==> config.mk <==
export PLATFORM = sky130hd
export DESIGN_NAME = flash_wr_gate
export DESIGN_NICKNAME = d
export VERILOG_FILES = /design/src/rtl/wq_pkg.sv /design/src/rtl/wq_glitch_filt.sv /design/src/rtl/wq_reset_qual.sv /design/src/rtl/wq_write_qual.sv /design/src/rtl/flash_wr_gate.sv
export SDC_FILE = /design/constraint.sdc
export NUM_CORES = 1
export LEC_CHECK = 0
export ABC_AREA = 1
export ABC_CLOCK_PERIOD_IN_PS = 1300
export BUFFER_PORTS_ARGS = -buffer_cell sky130_fd_sc_hd__buf_4
export CORE_MARGIN = 8
export CORE_UTILIZATION = 55
export CTS_CLUSTER_SIZE = 14
export DETAILED_ROUTE_END_ITERATION = 8
export PLACE_DENSITY_LB_ADDON = 0.12
export SLEW_MARGIN = 15
export SYNTH_ARGS = -nofsm -noshare
export SYNTH_HDL_FRONTEND = slang
export SYNTH_HIERARCHICAL = 1
export SYNTH_SLANG_ARGS = --single-unit
==> constraint.sdc <==
create_clock -name clk -period 1.3 [get_ports clk]
set_input_delay 0.195 -clock clk [delete_from_list [all_inputs] [get_ports clk]]
set_output_delay 0.195 -clock clk [all_outputs]
set_load 0.02 [all_outputs]
==> src/rtl/wq_pkg.sv <==
package wq_pkg;
  localparam int unsigned NPIN    = 4;
  localparam int unsigned PIN_CE  = 0;
  localparam int unsigned PIN_WE  = 1;
  localparam int unsigned PIN_OE  = 2;
  localparam int unsigned PIN_RST = 3;
  // Power-on value of each filtered pin: write enable starts low so the
  // power-up inhibit needs a genuine high level to release.
  localparam logic [NPIN-1:0] PIN_INIT = 4'b1101;
endpackage

==> src/rtl/wq_glitch_filt.sv <==
module wq_glitch_filt #(
  parameter int unsigned FILT_CYC = 3,
  parameter logic        INIT     = 1'b1
) (
  input  logic clk,
  input  logic por_n,
  input  logic pin_i,
  output logic filt_o
);
  localparam int unsigned CW = (FILT_CYC < 2) ? 1 : $clog2(FILT_CYC);

  logic          meta_q, sync_q, filt_q;
  logic [CW-1:0] cnt_q;

  always_ff @(posedge clk or negedge por_n) begin
    if (!por_n) begin
      meta_q <= INIT;
      sync_q <= INIT;
      filt_q <= INIT;
      cnt_q  <= '0;
    end else begin
      meta_q <= pin_i;
      sync_q <= meta_q;
      if (sync_q == filt_q) begin
        cnt_q <= '0;
      end else if (cnt_q == CW'(FILT_CYC - 1)) begin
        filt_q <= sync_q;
        cnt_q  <= '0;
      end else begin
        cnt_q <= cnt_q + 1'b1;
      end
    end
  end

  assign filt_o = filt_q;

  AST_FILT_FOLLOWS_SYNC: assert property (@(posedge clk) disable iff (!por_n)
    !$stable(filt_q) |-> (filt_q == $past(sync_q)));
endmodule

==> src/rtl/wq_reset_qual.sv <==
module wq_reset_qual #(
  parameter int unsigned RST_MIN = 8
) (
  input  logic clk,
  input  logic por_n,
  input  logic f_rst_n_i,
  output logic rst_active_o,
  output logic rst_evt_o
);
  localparam int unsigned CW = $clog2(RST_MIN + 1);

  logic [CW-1:0] cnt_q;
  logic          act_q, evt_q;

  always_ff @(posedge clk or negedge por_n) begin
    if (!por_n) begin
      cnt_q <= '0;
      act_q <= 1'b0;
      evt_q <= 1'b0;
    end else if (f_rst_n_i) begin
      cnt_q <= '0;
      act_q <= 1'b0;
      evt_q <= 1'b0;
    end else if (!act_q) begin
      if (cnt_q == CW'(RST_MIN - 1)) begin
        act_q <= 1'b1;
        evt_q <= 1'b1;
      end else begin
        cnt_q <= cnt_q + 1'b1;
        evt_q <= 1'b0;
      end
    end else begin
      evt_q <= 1'b0;
    end
  end

  assign rst_active_o = act_q;
  assign rst_evt_o    = evt_q;

  AST_EVT_SINGLE: assert property (@(posedge clk) disable iff (!por_n)
    evt_q |=> !evt_q);
  AST_ACTIVE_NEEDS_LOW: assert property (@(posedge clk) disable iff (!por_n)
    act_q |-> !$past(f_rst_n_i));
endmodule

==> src/rtl/wq_write_qual.sv <==
module wq_write_qual #(
  parameter int unsigned AW = 8,
  parameter int unsigned DW = 16
) (
  input  logic          clk,
  input  logic          por_n,
  input  logic          f_ce_n_i,
  input  logic          f_we_n_i,
  input  logic          f_oe_n_i,
  input  logic          rst_active_i,
  input  logic [AW-1:0] d_addr_i,
  input  logic [DW-1:0] d_data_i,
  output logic          cmd_valid_o,
  output logic [AW-1:0] cmd_addr_o,
  output logic [DW-1:0] cmd_data_o
);
  logic          we_q, qual_q, pu_inh_q, cmd_q;
  logic [AW-1:0] sh_addr_q, cmd_addr_q;
  logic [DW-1:0] sh_data_q, cmd_data_q;
  logic          qual_d, rise_d;

  assign qual_d = !f_ce_n_i && !f_we_n_i && f_oe_n_i && !pu_inh_q && !rst_active_i;
  assign rise_d = f_we_n_i && !we_q && qual_q && !rst_active_i;

  always_ff @(posedge clk or negedge por_n) begin
    if (!por_n) begin
      we_q       <= 1'b0;
      qual_q     <= 1'b0;
      pu_inh_q   <= 1'b1;
      cmd_q      <= 1'b0;
      sh_addr_q  <= '0;
      sh_data_q  <= '0;
      cmd_addr_q <= '0;
      cmd_data_q <= '0;
    end else begin
      we_q   <= f_we_n_i;
      qual_q <= qual_d;
      cmd_q  <= rise_d;
      if (f_we_n_i) pu_inh_q <= 1'b0;
      if (!f_we_n_i) begin
        sh_addr_q <= d_addr_i;
        sh_data_q <= d_data_i;
      end
      if (rise_d) begin
        cmd_addr_q <= sh_addr_q;
        cmd_data_q <= sh_data_q;
      end
    end
  end

  assign cmd_valid_o = cmd_q;
  assign cmd_addr_o  = cmd_addr_q;
  assign cmd_data_o  = cmd_data_q;

  AST_STROBE_ONE_CYCLE: assert property (@(posedge clk) disable iff (!por_n)
    cmd_q |=> !cmd_q);
  AST_NO_CMD_IN_RESET: assert property (@(posedge clk) disable iff (!por_n)
    $past(rst_active_i) |-> !cmd_q);
  AST_PU_STICKY: assert property (@(posedge clk) disable iff (!por_n)
    !pu_inh_q |=> !pu_inh_q);
  AST_PU_BLOCKS: assert property (@(posedge clk) disable iff (!por_n)
    pu_inh_q |-> !cmd_q);
  AST_CAPTURE_HELD: assert property (@(posedge clk) disable iff (!por_n)
    !cmd_q |-> ($stable(cmd_addr_q) && $stable(cmd_data_q)));
endmodule

==> src/rtl/flash_wr_gate.sv <==
module flash_wr_gate
  import wq_pkg::*;
#(
  parameter int unsigned AW       = 8,
  parameter int unsigned DW       = 16,
  parameter int unsigned FILT_CYC = 3,
  parameter int unsigned RST_MIN  = 8
) (
  input  logic          clk,
  input  logic          por_n,
  input  logic          ce_n_i,
  input  logic          we_n_i,
  input  logic          oe_n_i,
  input  logic          hw_rst_n_i,
  input  logic [AW-1:0] addr_i,
  input  logic [DW-1:0] data_i,
  output logic          cmd_valid,
  output logic [AW-1:0] cmd_addr,
  output logic [DW-1:0] cmd_data,
  output logic          out_hiz,
  output logic          reset_evt,
  output logic          read_mode_req
);
  localparam int unsigned DLY = FILT_CYC + 2;
  localparam int unsigned PW  = AW + DW;

  logic [NPIN-1:0] raw, flt;
  logic [PW-1:0]   dly_q [DLY];
  logic            rst_active, rst_evt, boot_q;

  assign raw = {hw_rst_n_i, oe_n_i, we_n_i, ce_n_i};

  for (genvar gi = 0; gi < NPIN; gi++) begin : g_pin
    wq_glitch_filt #(.FILT_CYC(FILT_CYC), .INIT(PIN_INIT[gi])) u_filt (
      .clk   (clk),
      .por_n (por_n),
      .pin_i (raw[gi]),
      .filt_o(flt[gi])
    );
  end

  // Bus delay line matched to synchronizer plus filter latency.
  for (genvar gd = 0; gd < DLY; gd++) begin : g_dly
    always_ff @(posedge clk or negedge por_n) begin
      if (!por_n)       dly_q[gd] <= '0;
      else if (gd == 0) dly_q[gd] <= {addr_i, data_i};
      else              dly_q[gd] <= dly_q[(gd == 0) ? 0 : gd-1];
    end
  end

  always_ff @(posedge clk or negedge por_n) begin
    if (!por_n) boot_q <= 1'b1;
    else        boot_q <= 1'b0;
  end

  wq_reset_qual #(.RST_MIN(RST_MIN)) u_rst (
    .clk         (clk),
    .por_n       (por_n),
    .f_rst_n_i   (flt[PIN_RST]),
    .rst_active_o(rst_active),
    .rst_evt_o   (rst_evt)
  );

  wq_write_qual #(.AW(AW), .DW(DW)) u_wr (
    .clk         (clk),
    .por_n       (por_n),
    .f_ce_n_i    (flt[PIN_CE]),
    .f_we_n_i    (flt[PIN_WE]),
    .f_oe_n_i    (flt[PIN_OE]),
    .rst_active_i(rst_active),
    .d_addr_i    (dly_q[DLY-1][PW-1:DW]),
    .d_data_i    (dly_q[DLY-1][DW-1:0]),
    .cmd_valid_o (cmd_valid),
    .cmd_addr_o  (cmd_addr),
    .cmd_data_o  (cmd_data)
  );

  assign out_hiz       = rst_active;
  assign reset_evt     = rst_evt;
  assign read_mode_req = boot_q | rst_evt;

  AST_READ_MODE_ON_RESET: assert property (@(posedge clk) disable iff (!por_n)
    reset_evt |-> read_mode_req);
endmodule

## After elaboration in Yosys (flattened, before gate mapping)

Cells that the tools add are included.

- Add/subtract/negate cells: 5
- Equality and inequality tests: 11
- Muxes and demuxes: 16
- Bitwise operators: 5
- Reductions and logical operators: 17

Operators by type and width:

| cell | number |
|---|---|
| $mux W2 | 8 |
| $mux W4 | 3 |
| $reduce_and A2 Y1 | 5 |
| $add A2 B1 Y2 const B | 4 |
| $eq A2 B2 Y1 const B | 4 |
| $logic_and A1 B1 Y1 | 7 |
| $logic_not A1 Y1 | 5 |
| $mux W1 | 5 |
| $add A4 B1 Y4 const B | 1 |
| $eq A1 B1 Y1 | 4 |
| $eq A4 B3 Y1 const B | 1 |
| $ne A2 B2 Y1 const B | 2 |
| $not A1 Y1 | 4 |
| $or A1 B1 Y1 | 1 |

- Register bits: 199
- Bits of input ports: 30
- Output and inout bits: 28
- Logic and storage cells: 87

## Logic depth before layout (Yosys ltp)

Gate-level depths: netlist of run 1.

- Depth after elaboration: 5
- Gate-level depth with buffers: 7

## Modules after synthesis

The synthesis of run 1 kept the hierarchy.

By module, submodules not included:

| module | instances | cells an instance | area each (µm²) | sequential area each (µm²) |
|---|---|---|---|---|
| flash_wr_gate | 1 | 125 | 3044.2 | 3029.2 |
| wq_write_qual | 1 | 218 | 2073.2 | 1302.5 |
| wq_glitch_filt at g_pin[0].u_filt ... | 3 | 21 | 190.2 | 128.9 |
| wq_reset_qual | 1 | 34 | 300.3 | 150.1 |
| wq_glitch_filt at g_pin[1].u_filt | 1 | 21 | 186.4 | 125.1 |

## Worst setup path after synthesis of run 1

No wires, ideal clock.

- Path kind: flip-flop to flip-flop
- From: reg u_rst.act_q (netlist: u_rst/rst_active_o)
- To: reg u_wr.cmd_addr_q[0] (netlist: u_wr/cmd_addr_o[0])
- Library setup time: 0.117 ns
- Arrival: 1.045 ns
- Data required time: 1.183 ns
- Setup slack: 0.138 ns
- Cell stages (with the launch flop): 6
- Path buffers: 1
- Clock period less this slack: 1.162 ns
- Cell sequence: dfrtp_1 -> nor2_4 -> nand2_4 -> buf_6 -> nand2_2 -> nand2_1

- Word-level cells in the longest chain between the ends: 2

Ends and longest elaborated chain:

| element | RTL line | source |
|---|---|---|
| from (decl) | wq_reset_qual.sv:13 | `logic act_q, evt_q;` |
| from (signal assigned) | wq_reset_qual.sv:18 | `act_q <= 1'b0;` |
| from (signal assigned) | wq_reset_qual.sv:22 | `act_q <= 1'b0;` |
| from (signal assigned) | wq_reset_qual.sv:26 | `act_q <= 1'b1;` |
| $logic_not A1 Y1 | n/a |  |
| $logic_and A1 B1 Y1 | wq_write_qual.sv:23 | `assign rise_d = f_we_n_i && !we_q && qual_q && !rst_active_i;` |
| to (signal assigned) | wq_write_qual.sv:45 | `cmd_addr_q <= sh_addr_q;` |
| to (decl) | wq_write_qual.sv:18 | `logic [AW-1:0] sh_addr_q, cmd_addr_q;` |

No other way between the ends.
A chain may end at the register's enable or synchronous reset.

## Final worst setup path of run 1

- From: reg boot_q
- To: out read_mode_req

- Word-level cells in the longest chain between the ends: 1

Ends and longest elaborated chain:

| element | RTL line | source |
|---|---|---|
| from (decl) | flash_wr_gate.sv:29 | `logic rst_active, rst_evt, boot_q;` |
| from (signal assigned) | flash_wr_gate.sv:52 | `if (!por_n) boot_q <= 1'b1;` |
| from (signal assigned) | flash_wr_gate.sv:53 | `else boot_q <= 1'b0;` |
| $or A1 B1 Y1 | flash_wr_gate.sv:80 | `assign read_mode_req = boot_q \| rst_evt;` |
| to (decl) | flash_wr_gate.sv:22 | `output logic read_mode_req` |

No other way between the ends.

==> results of run 1 <==
## cells in the mapped netlist
cell and count:
o21ai_1 3, o21ai_0 24, nand2_2 11, nand2_1 104
inv_4 1, inv_1 51, nand3_1 33, inv_2 1
conb_1 1, buf_2 4, clkbuf_1 1, nand2_4 4
nand4_1 1, nor2_4 1, ha_1 1, buf_4 5
buf_6 2, a21o_2 1, dfstp_2 11, dfrtp_1 188
nor2_1 13
## placed cells by master, fill, tap and decap left out
| master | n |
|---|---|
| dfrtp_1 | 188 |
| inv_6 | 4 |
| inv_4 | 1 |
| conb_1 | 1 |
| buf_12 | 5 |
| inv_8 | 1 |
| nand2_1 | 103 |
| nor2_4 | 1 |
| clkinv_2 | 4 |
| nand2_2 | 12 |
| inv_2 | 2 |
| o21ai_1 | 3 |
| o21ai_0 | 24 |
| inv_1 | 50 |
| buf_6 | 15 |
| a21o_2 | 1 |
| nand2_4 | 3 |
| nor2_1 | 13 |
| clkbuf_16 | 16 |
| ha_1 | 1 |
| nand4_1 | 1 |
| clkinvlp_4 | 4 |
| nand2_8 | 1 |
| dfstp_2 | 11 |
| buf_4 | 65 |
| nand3_1 | 33 |
| clkbuf_1 | 1 |
| dlygate4sd3_1 | 29 |
| clkbuf_8 | 3 |
## cell families (layout without fill, tap and decap cells)
logic type | after synthesis | after routing | synth area share
DFF | 199 | 199 | 0.8087
adders and majority gates | 1 | 1 | 0.002026
and+or+nand+nor | 167 | 167 | 0.1191
buffers and inverters | 65 | 200 | 0.04620
AOI/OAI and AO/OA | 28 | 28 | 0.02330
other | 1 | 1 | 0.0006073
## stage by stage
| step | util | hold WS [ps] | cells |
|---|---|---|---|
| after floorplan | - | -100.6 | 461 |
| after global placement | 0.6308 | 168.7 | 660 |
| after detailed placement | 0.6308 | 170.5 | 660 |
| after CTS | 0.7121 | 179.4 | 728 |
| after global routing | 0.7225 | 202.2 | 736 |
| final | 0.7225 | 192.3 | 736 |
## worst paths after layout
check / start / to / cells past startpoint
max: boot_q / read_mode_req / 3
min: por_n / dly_q[52] / 2
max reg2reg: u_rst/rst_active_o / u_wr/cmd_data_o[12] / 5
min reg2reg: dly_q[50] / dly_q[26] / 0
max in group asynchronous: por_n / g_pin[3].u_filt/filt_o / 3
min in group clk: data_i[11] / dly_q[107] / 2
## state kept, by name (all words and copies together), names as in the netlist, 4 cells and up
name and cells:
u_wr/cmd_data_o 16, u_wr/sh_addr_q 8, g_pin.u_filt/sync_q 4, g_pin.u_filt/cnt_q 8
g_pin.u_filt/meta_q 4, u_rst/cnt_q 4, u_wr/sh_data_q 16, g_pin.u_filt/filt_o 4
dly_q 120, u_wr/cmd_addr_o 8
## power by group through the flow
| stage | clock network [W] | registers, W | logic, W |
|---|---|---|---|
| finish | 0.00457 | 0.00803 | 0.00339 |
| global route | 0.00495 | 0.00815 | 0.00382 |
| CTS | 0.00469 | 0.00802 | 0.00317 |
| detailed placement | 0 | 0.00814 | 0.00295 |
| global placement | 0 | 0.00810 | 0.00280 |
| floorplan | 0 | 0.00832 | 0.00152 |
## worst max-delay path, cell delays in order (launching register included)
cell and delay [ps]:
dfstp_2 530, inv_2 30, nand2_2 40, buf_6 110
## layout make-up
cell class / count / area [um^2]
Timing Repair Buffer: 115 / 1061
Fill cell: 712 / 3022
Multi-Input combinational cell: 197 / 907.1
Inverter: 53 / 201.4
Clock inverter: 13 / 96.34
Clock buffer: 19 / 431.7
Sequential cell: 199 / 4994
Tap cell: 140 / 175.2
## timing repair
action	in CTS	in global routing
resized for setup	4	14
endpoints found under the setup margin	8	41
endpoints found under the hold margin	189	0
hold buffers	29	0
gates cloned	0	0
pin swaps	1	0
setup buffers	7	8
## layer usage
layer	up-vias	GRT usage	routed length (um)
li1	1649	-	-
met1	1680	0.1664	4042
met2	65	0.2282	4735
met3	4	0.04627	439
met4	0	0.04626	51
met5	-	0	0
==> results.cfg, run 1 <==
[synthesis]
yosysWarnings = 6
yosys-top-cells-area = dfrtp_1 76%, nand2_1 6.3%, dfstp_2 4.7%
synth_nets = 492
yosysSeqAreaShare = 0.8087
synth_seq_cells = 199
syn-instance-count = 461
ys_types = 21
synth_top_area_share = 0.7619
avgSynthCellArea_um2 = 13.39
synth_area_um2 = 6175
yosys.area.top_type = dfrtp_1

[timing]
fin_crit_sh = 1.091
hold_violations = 0
setup_viol = 2
fin_skew_ps = 8.824
fmax_ghz = 0.7052
fin_tns_setup_ps = -167.9
worst_slack_ps = -118.1
drv_slew = 0
finalCriticalPeriod_ps = 1418
rsz0062_at_grt = true

[power]
p_int_w = 0.01125
finalPower_w = 0.01599
p_seq_frac = 0.502
comb_power_share = 0.212
p_clk_frac = 0.286
p_sw_w = 0.004737
power_density_nw_per_um2 = 2033
leakagePower_nw = 3.984
vdd_drop_max_mv = 1.036
swShare = 0.2963

[detailed_routing]
wire_per_inst_um = 12.59
drt_first_pass_iters = 6
vias = 3398
avgViaCountPerCell = 4.617
drc = 0
ant_nets = 0
drtIter0Drc = 182
wirelength_um = 9268

[floorplanning]
coreArea_um2 = 10890
row_count = 38
io_pins = 58
start_util = 0.5671
die_area_um2 = 14870
fp.dieW_um = 122.0
die_y_um = 122.0

[worst_setup_path]
critPathCaptureType = output pin
crit_path_max_fanout = 1
crit_type = reg2out
start_kind = flop
worst_ep_arrival_time_ps = 1220
cp.required_ps = 1110
rrSetupSlack_ps = 80

[outcome]
status = complete, but fails checks
violations = negative setup slack

[cts]
clkSlewWorstSetupHoldPaths_ps = 70
cts_root_buffer = clkbuf_8
htreeDepth = 4
clock_latency_ps = 510
cts.sinks = 199
tritoncts = built
cts_buffers = 17
cts_buffer_depth = 2

[global_routing]
grt_max_degree = 54
grt_use_total = 0.1376
grt_pass1_wl_um = 16140
gr-total-overflow = 0
antenna_found_initial = 0
grt_pass1_vias = 3569

[cells_and_area]
drive_gt1_frac = 0.2500
n_antenna_cell = 0
stdcell_area_um2 = 7866
area_delta_synth_final_pct = 27.40
nNetsFinal = 614

[min_path]
hold_path.class = in2async

[placement]
port_buffers = 57
routabilityCongestion = 0.7368
dpl.hpwl_um = 6075
dpl_cell_area_um2 = 6868
pre_cts_ws_ps = 41.04

[run]
maxCapViolCount = 0
No activity file was read; power rests on OpenSTA's default activity.
==> run 2: changes to the inputs <==
--- a/config.mk
+++ b/config.mk
@@ -5,7 +5,6 @@
 export SDC_FILE = /design/constraint.sdc
 export NUM_CORES = 1
 export LEC_CHECK = 0
-export ABC_AREA = 1
 export ABC_CLOCK_PERIOD_IN_PS = 1300
 export BUFFER_PORTS_ARGS = -buffer_cell sky130_fd_sc_hd__buf_4
 export CORE_MARGIN = 8
==> results.cfg, run 2 <==
[outcome]
status = complete, but fails checks
violations = negative setup slack

[synthesis]
synth_ff_type = dfrtp_1
synth_top_cells_by_count = 188 x dfrtp_1, 29 x mux2_2, 23 x mux2_4, 11 x dfstp_2
synth_area_um2 = 6058
synth_seq_cells = 199
yosysMostFrequentCell = dfrtp_1
ys_types = 28
synth_top_area_share = 0.7765
async_reset_ff_frac = 1.000
synth_nets = 329
avgSynthCellArea_um2 = 20.33
yosysWarnings = 6
syn-instance-count = 298
yosysSeqAreaShare = 0.8242
yosys.area.top_type = dfrtp_1
synth_edf_count = 0
yosys-top-cells-area = dfrtp_1 78%, mux2_4 5.7%, mux2_2 5.4%

[worst_setup_path]
worst_ep_arrival_time_ps = 1250
startpoint = boot_q
reg2reg_depth = 3
worst_path_max_delay_cell = dfstp_2
worst-path-stages = 2
path_delay_family = flip-flops
crit_path_cell_trace = or2_1, buf_6
crit_buf_inv = 1
cp_slowest_stage_delay_ps = 510
r2r_start = u_rst/rst_active_o
crit_path_end = read_mode_req
r2r-end = u_wr/cmd_addr_o[7]
crit_type = reg2out
start_kind = flop
critPathCaptureType = output pin
crit_path_max_fanout = 1
cp.required_ps = 1110
rrSetupSlack_ps = -90

[global_routing]
grt_max_degree = 40
grt_pass1_wl_um = 14680
grt_use_total = 0.1338
grt_pass1_vias = 3021
antenna_found_initial = 0
gr-total-overflow = 0

[detailed_routing]
avgViaCountPerCell = 4.714
vias = 2767
wire_per_inst_um = 15.19
drt_first_pass_iters = 4
drtIter0Drc = 156
drc = 0
ant_nets = 0
wirelength_um = 8914

[placement]
placedCellCount = 502
routabilityCongestion = 0.6917
dpl.hpwl_um = 5195
port_buffers = 57

[timing]
fin_skew_ps = 13.47
fmax_ghz = 0.6907
finalCriticalPeriod_ps = 1448
hold_violations = 0
setup_viol = 27
whs_ps = 165.6
drv_slew = 0
fin_crit_sh = 1.114
rsz0062_at_grt = true
worst_slack_ps = -147.9

[floorplanning]
die_y_um = 121.0
die_area_um2 = 14630
fp.dieW_um = 121.0
start_util = 0.5613
io_pins = 58
coreArea_um2 = 10790
row_count = 38

[min_path]
hold_path.class = in2async

[power]
power_density_nw_per_um2 = 2157
vdd_drop_max_mv = 1.390
leakagePower_nw = 3.639

[cells_and_area]
n_antenna_cell = 0
fill_cells = 665
largest_register_ffs = 120
final_common_cell = dfrtp_1
drive_gt1_frac = 0.4362
area_delta_synth_final_pct = 30.55
final_cell_mix = 187 x dfrtp_1, 58 x buf_4, 29 x mux2_4, 29 x dlygate4sd3_1, 29 x buf_6
top_register = dly_q
nNetsFinal = 466
final_cells = 587

[cts]
cts_buffers = 17
clkSlewWorstSetupHoldPaths_ps = 60
cts.sinks = 199
cts_root_buffer = clkbuf_8
cts_buffer_depth = 2
clock_latency_ps = 540
tritoncts = built
htreeDepth = 4

[run]
maxCapViolCount = 0
-- run 2: cell types whose count changed after synthesis, sizes merged, moves of 11 or more --
| cell | change |
|---|---|
| nand2 | -117 |
| mux2 | +53 |
| inv | -52 |
| nand3 | -33 |
| o21ai | -27 |
| nor2 | -11 |
-- run 2: per-stage QoR --
stage                     setup TNS [ps]  utilization  worst slack (ps)  instance area, um^2  power, W
after floorplan                    -2393            -            -123.0                 6060   0.01034
after global placement             -1843       0.6249            -95.86                 6744   0.01146
after detailed placement           -2225       0.6249            -113.7                 6744   0.01163
after CTS                          -2868       0.7219            -174.2                 7791   0.01690
after global routing               -2947       0.7328            -190.6                 7909   0.01790
final                              -1765       0.7328            -147.9                 7909   0.01706
-- run 2: logic make-up (layout without fill, tap and decap cells) --
| family | count (synthesis) | in the layout | synth area share |
|---|---|---|---|
| fa+ha+maj | 1 | 1 | 0.002065 |
| buf+inv | 7 | 156 | 0.01260 |
| flops | 199 | 199 | 0.8242 |
| mux | 55 | 55 | 0.1161 |
| other cells | 1 | 1 | 0.0006190 |
| xor+xnor | 4 | 4 | 0.005782 |
| simple gates | 29 | 29 | 0.03511 |
| compound gates | 2 | 2 | 0.003511 |
-- run 2: final cells by class --
class	count	area, um^2	share of cell area
tap	140	175.2	0.02215
clock buffer	23	436.7	0.05521
sequential	199	4995	0.6315
timing repair buffer	124	1191	0.1506
clock inverter	8	78.83	0.009967
inverter	1	3.754	0.0004746
multi-input combinational	92	1028	0.1300
-- run 2: worst min-delay path by stage --
stage,cells after the start,slack (ps),endpoint,start
6_report,2,170,dly_q[23],por_n
5_1_grt,2,170,u_wr/sh_data_q[15],por_n
4_1_cts,2,150,u_wr/cmd_addr_o[2],por_n
3_5_place_dp,1,150,dly_q[23],por_n
3_3_place_gp,1,150,u_wr/sh_addr_q[7],por_n
2_1_floorplan,0,-100,dly_q[0],por_n
-- run 2: timing repair --
item                                    4_1_cts  5_1_grt
hold buffers                                 29        0
gates resized for setup                      28       18
hold endpoints to repair                    216        0
setup buffers                                15       10
cloned                                        1        0
pin swaps                                     2        1
endpoints found under the setup margin       44       58
-- run 2: per-layer routing --
| metal | global-route usage | up-vias | wire length (um) | part of all wire |
|---|---|---|---|---|
| met1 | 0.1503 | 1453 | 3592 | 0.40 |
| li1 | - | 1255 | - | - |
| met4 | 0.06792 | 0 | 148 | 0.017 |
| met5 | 0 | - | 0 | 0 |
| met2 | 0.2187 | 47 | 4804 | 0.54 |
| met3 | 0.05212 | 12 | 368 | 0.041 |
-- run 2: report_power, final --
part | internal (W) | total [W] | switching [W]
Sequential | 0.00744 | 0.00823 | 0.000792
Clock | 0.00254 | 0.00459 | 0.00206
Combinational | 0.00267 | 0.00424 | 0.00156
Total | 0.0126 | 0.0171 | 0.00441
==> run 3: changes to the inputs <==
--- a/config.mk
+++ b/config.mk
@@ -12,6 +12,7 @@
 export CTS_CLUSTER_SIZE = 14
 export DETAILED_ROUTE_END_ITERATION = 8
 export PLACE_DENSITY_LB_ADDON = 0.12
+export RECOVER_POWER = 25
 export SLEW_MARGIN = 15
 export SYNTH_ARGS = -nofsm -noshare
 export SYNTH_HDL_FRONTEND = slang
==> results.cfg, run 3 (synthesized netlist as in run 2, its figures left out) <==
[worst_setup_path]
cp.required_ps = 1110
crit_type = reg2out
critPathCaptureType = output pin
start_kind = flop
cp_slowest_stage_delay_ps = 510
rrSetupSlack_ps = -90
crit_path_cell_trace = or2_1, buf_6
worst_path_max_delay_cell = dfstp_2
worst_ep_arrival_time_ps = 1250
crit_path_max_fanout = 1

[placement]
port_buffers = 57
dpl.hpwl_um = 5195
routabilityCongestion = 0.6917
pre_cts_ws_ps = -113.7
placedCellCount = 502

[timing]
slew_headroom = 0.3356
fin_crit_sh = 1.114
setup_viol = 27
finalCriticalPeriod_ps = 1448
fin_skew_ps = 13.55
worst_slack_ps = -147.7
hold_violations = 0
whs_ps = 315.7
rsz0062_at_grt = true
drv_slew = 0
worst_pin_slew_ps = 996.6
fmax_ghz = 0.6908

[floorplanning]
start_util = 0.5613
die_area_um2 = 14630
io_pins = 58
die_y_um = 121.0
row_count = 38
coreArea_um2 = 10790
fp.dieW_um = 121.0

[power]
power_density_nw_per_um2 = 2158
p_sw_w = 0.004411
p_clk_frac = 0.269
swShare = 0.2587
leakagePower_nw = 3.630
p_int_w = 0.01264
finalPower_w = 0.01705
vdd_drop_max_mv = 1.396
p_seq_frac = 0.483
comb_power_share = 0.248

[cts]
htreeDepth = 4
cts_root_buffer = clkbuf_8
cts_buffers = 17
clock_latency_ps = 540
tritoncts = built
cts_buffer_depth = 2
cts.sinks = 199
clkSlewWorstSetupHoldPaths_ps = 60

[cells_and_area]
final_core_util = 0.7320
final_cells = 587
final_common_cell = dfrtp_1
fill_cells = 665
area_delta_synth_final_pct = 30.40
n_antenna_cell = 0
nNetsFinal = 466
drive_gt1_frac = 0.4362
top_register = dly_q
final_cell_mix = 187 x dfrtp_1, 30 x buf_4, 29 x mux2_4, 29 x dlygate4sd3_1, 29 x buf_6
largest_register_ffs = 120

[detailed_routing]
ant_nets = 0
met3_wirelength_um = 368
drt_first_pass_iters = 4
avgViaCountPerCell = 4.710
wire_per_inst_um = 15.12
wl_met1_um = 3574
drtIter0Drc = 152
top_layer_used = met4
drc = 0
dr_wl_met2_um = 4785
vias = 2765
wirelength_um = 8876

[outcome]
violations = negative setup slack
status = complete, but fails checks

[global_routing]
grt_max_degree = 40
antenna_found_initial = 0
grt_pass1_wl_um = 14680
grt_pass1_vias = 3021
gr-total-overflow = 0
grt_use_total = 0.1338

[min_path]
hold_path.class = in2reg

[run]
maxCapViolCount = 0
-- run 3: changes by cell type in the layout (fill, tap and decap cells not counted), sizes merged --
cell	delta
buf	-27
clkbuf	+27
-- run 3: what timing repair did --
| action | in CTS | in global routing |
|---|---|---|
| endpoints found under the setup margin | 44 | 58 |
| pin swaps | 2 | 1 |
| hold buffers | 29 | 0 |
| buffers inserted | 15 | 10 |
| gates resized for setup | 28 | 18 |
| hold endpoints to repair | 216 | 0 |
| gates cloned | 1 | 0 |
-- run 3: final timing paths --
| check | from | end | cells after the start |
|---|---|---|---|
| max | boot_q | read_mode_req | 2 |
| min | addr_i[0] | dly_q[112] | 2 |
| max reg2reg | u_rst/rst_active_o | u_wr/cmd_addr_o[7] | 3 |
| min reg2reg | dly_q[74] | dly_q[50] | 0 |
| max in group asynchronous | por_n | u_wr/cmd_data_o[13] | 3 |
| min in group asynchronous | por_n | dly_q[23] | 2 |
-- run 3: metrics by stage --
step | TNS (ps) | instance area (um^2)
finish | -1767 | 7900
floorplan | -2393 | 6060
CTS | -2868 | 7791
global placement | -1843 | 6744
global route | -7375 | 7900
detailed placement | -2225 | 6744
-- run 3: final cells by class --
cell class                 count  area (um^2)  area share
clock inverter                 8        78.83    0.009978
tap                          140        175.2     0.02217
timing repair buffer         124         1182      0.1497
inverter                       1        3.754   0.0004751
multi-input combinational     92         1028      0.1302
clock buffer                  23        436.7     0.05527
sequential                   199         4995      0.6322
-- run 3: power by group through the flow --
stage | Sequential [W] | Combinational [W] | Clock, W
floorplan | 0.00853 | 0.00181 | 0
CTS | 0.00821 | 0.00396 | 0.00473
global placement | 0.00823 | 0.00323 | 0
global route | 0.00837 | 0.00453 | 0.00499
detailed placement | 0.00830 | 0.00334 | 0
finish | 0.00823 | 0.00423 | 0.00459
-- run 3: routing by layer --
layer / GRT usage / up-vias
li1: - / 1256
met1: 0.1503 / 1450
met2: 0.2187 / 47
met3: 0.05212 / 12
met4: 0.06792 / 0
met5: 0 / -
-- run 3: worst max-delay path: cells and delay by family (launching register included) --
kind	cells	cell delay, ps
DFF	1	510
buffers and inverters	1	110
and+or+nand+nor	1	100
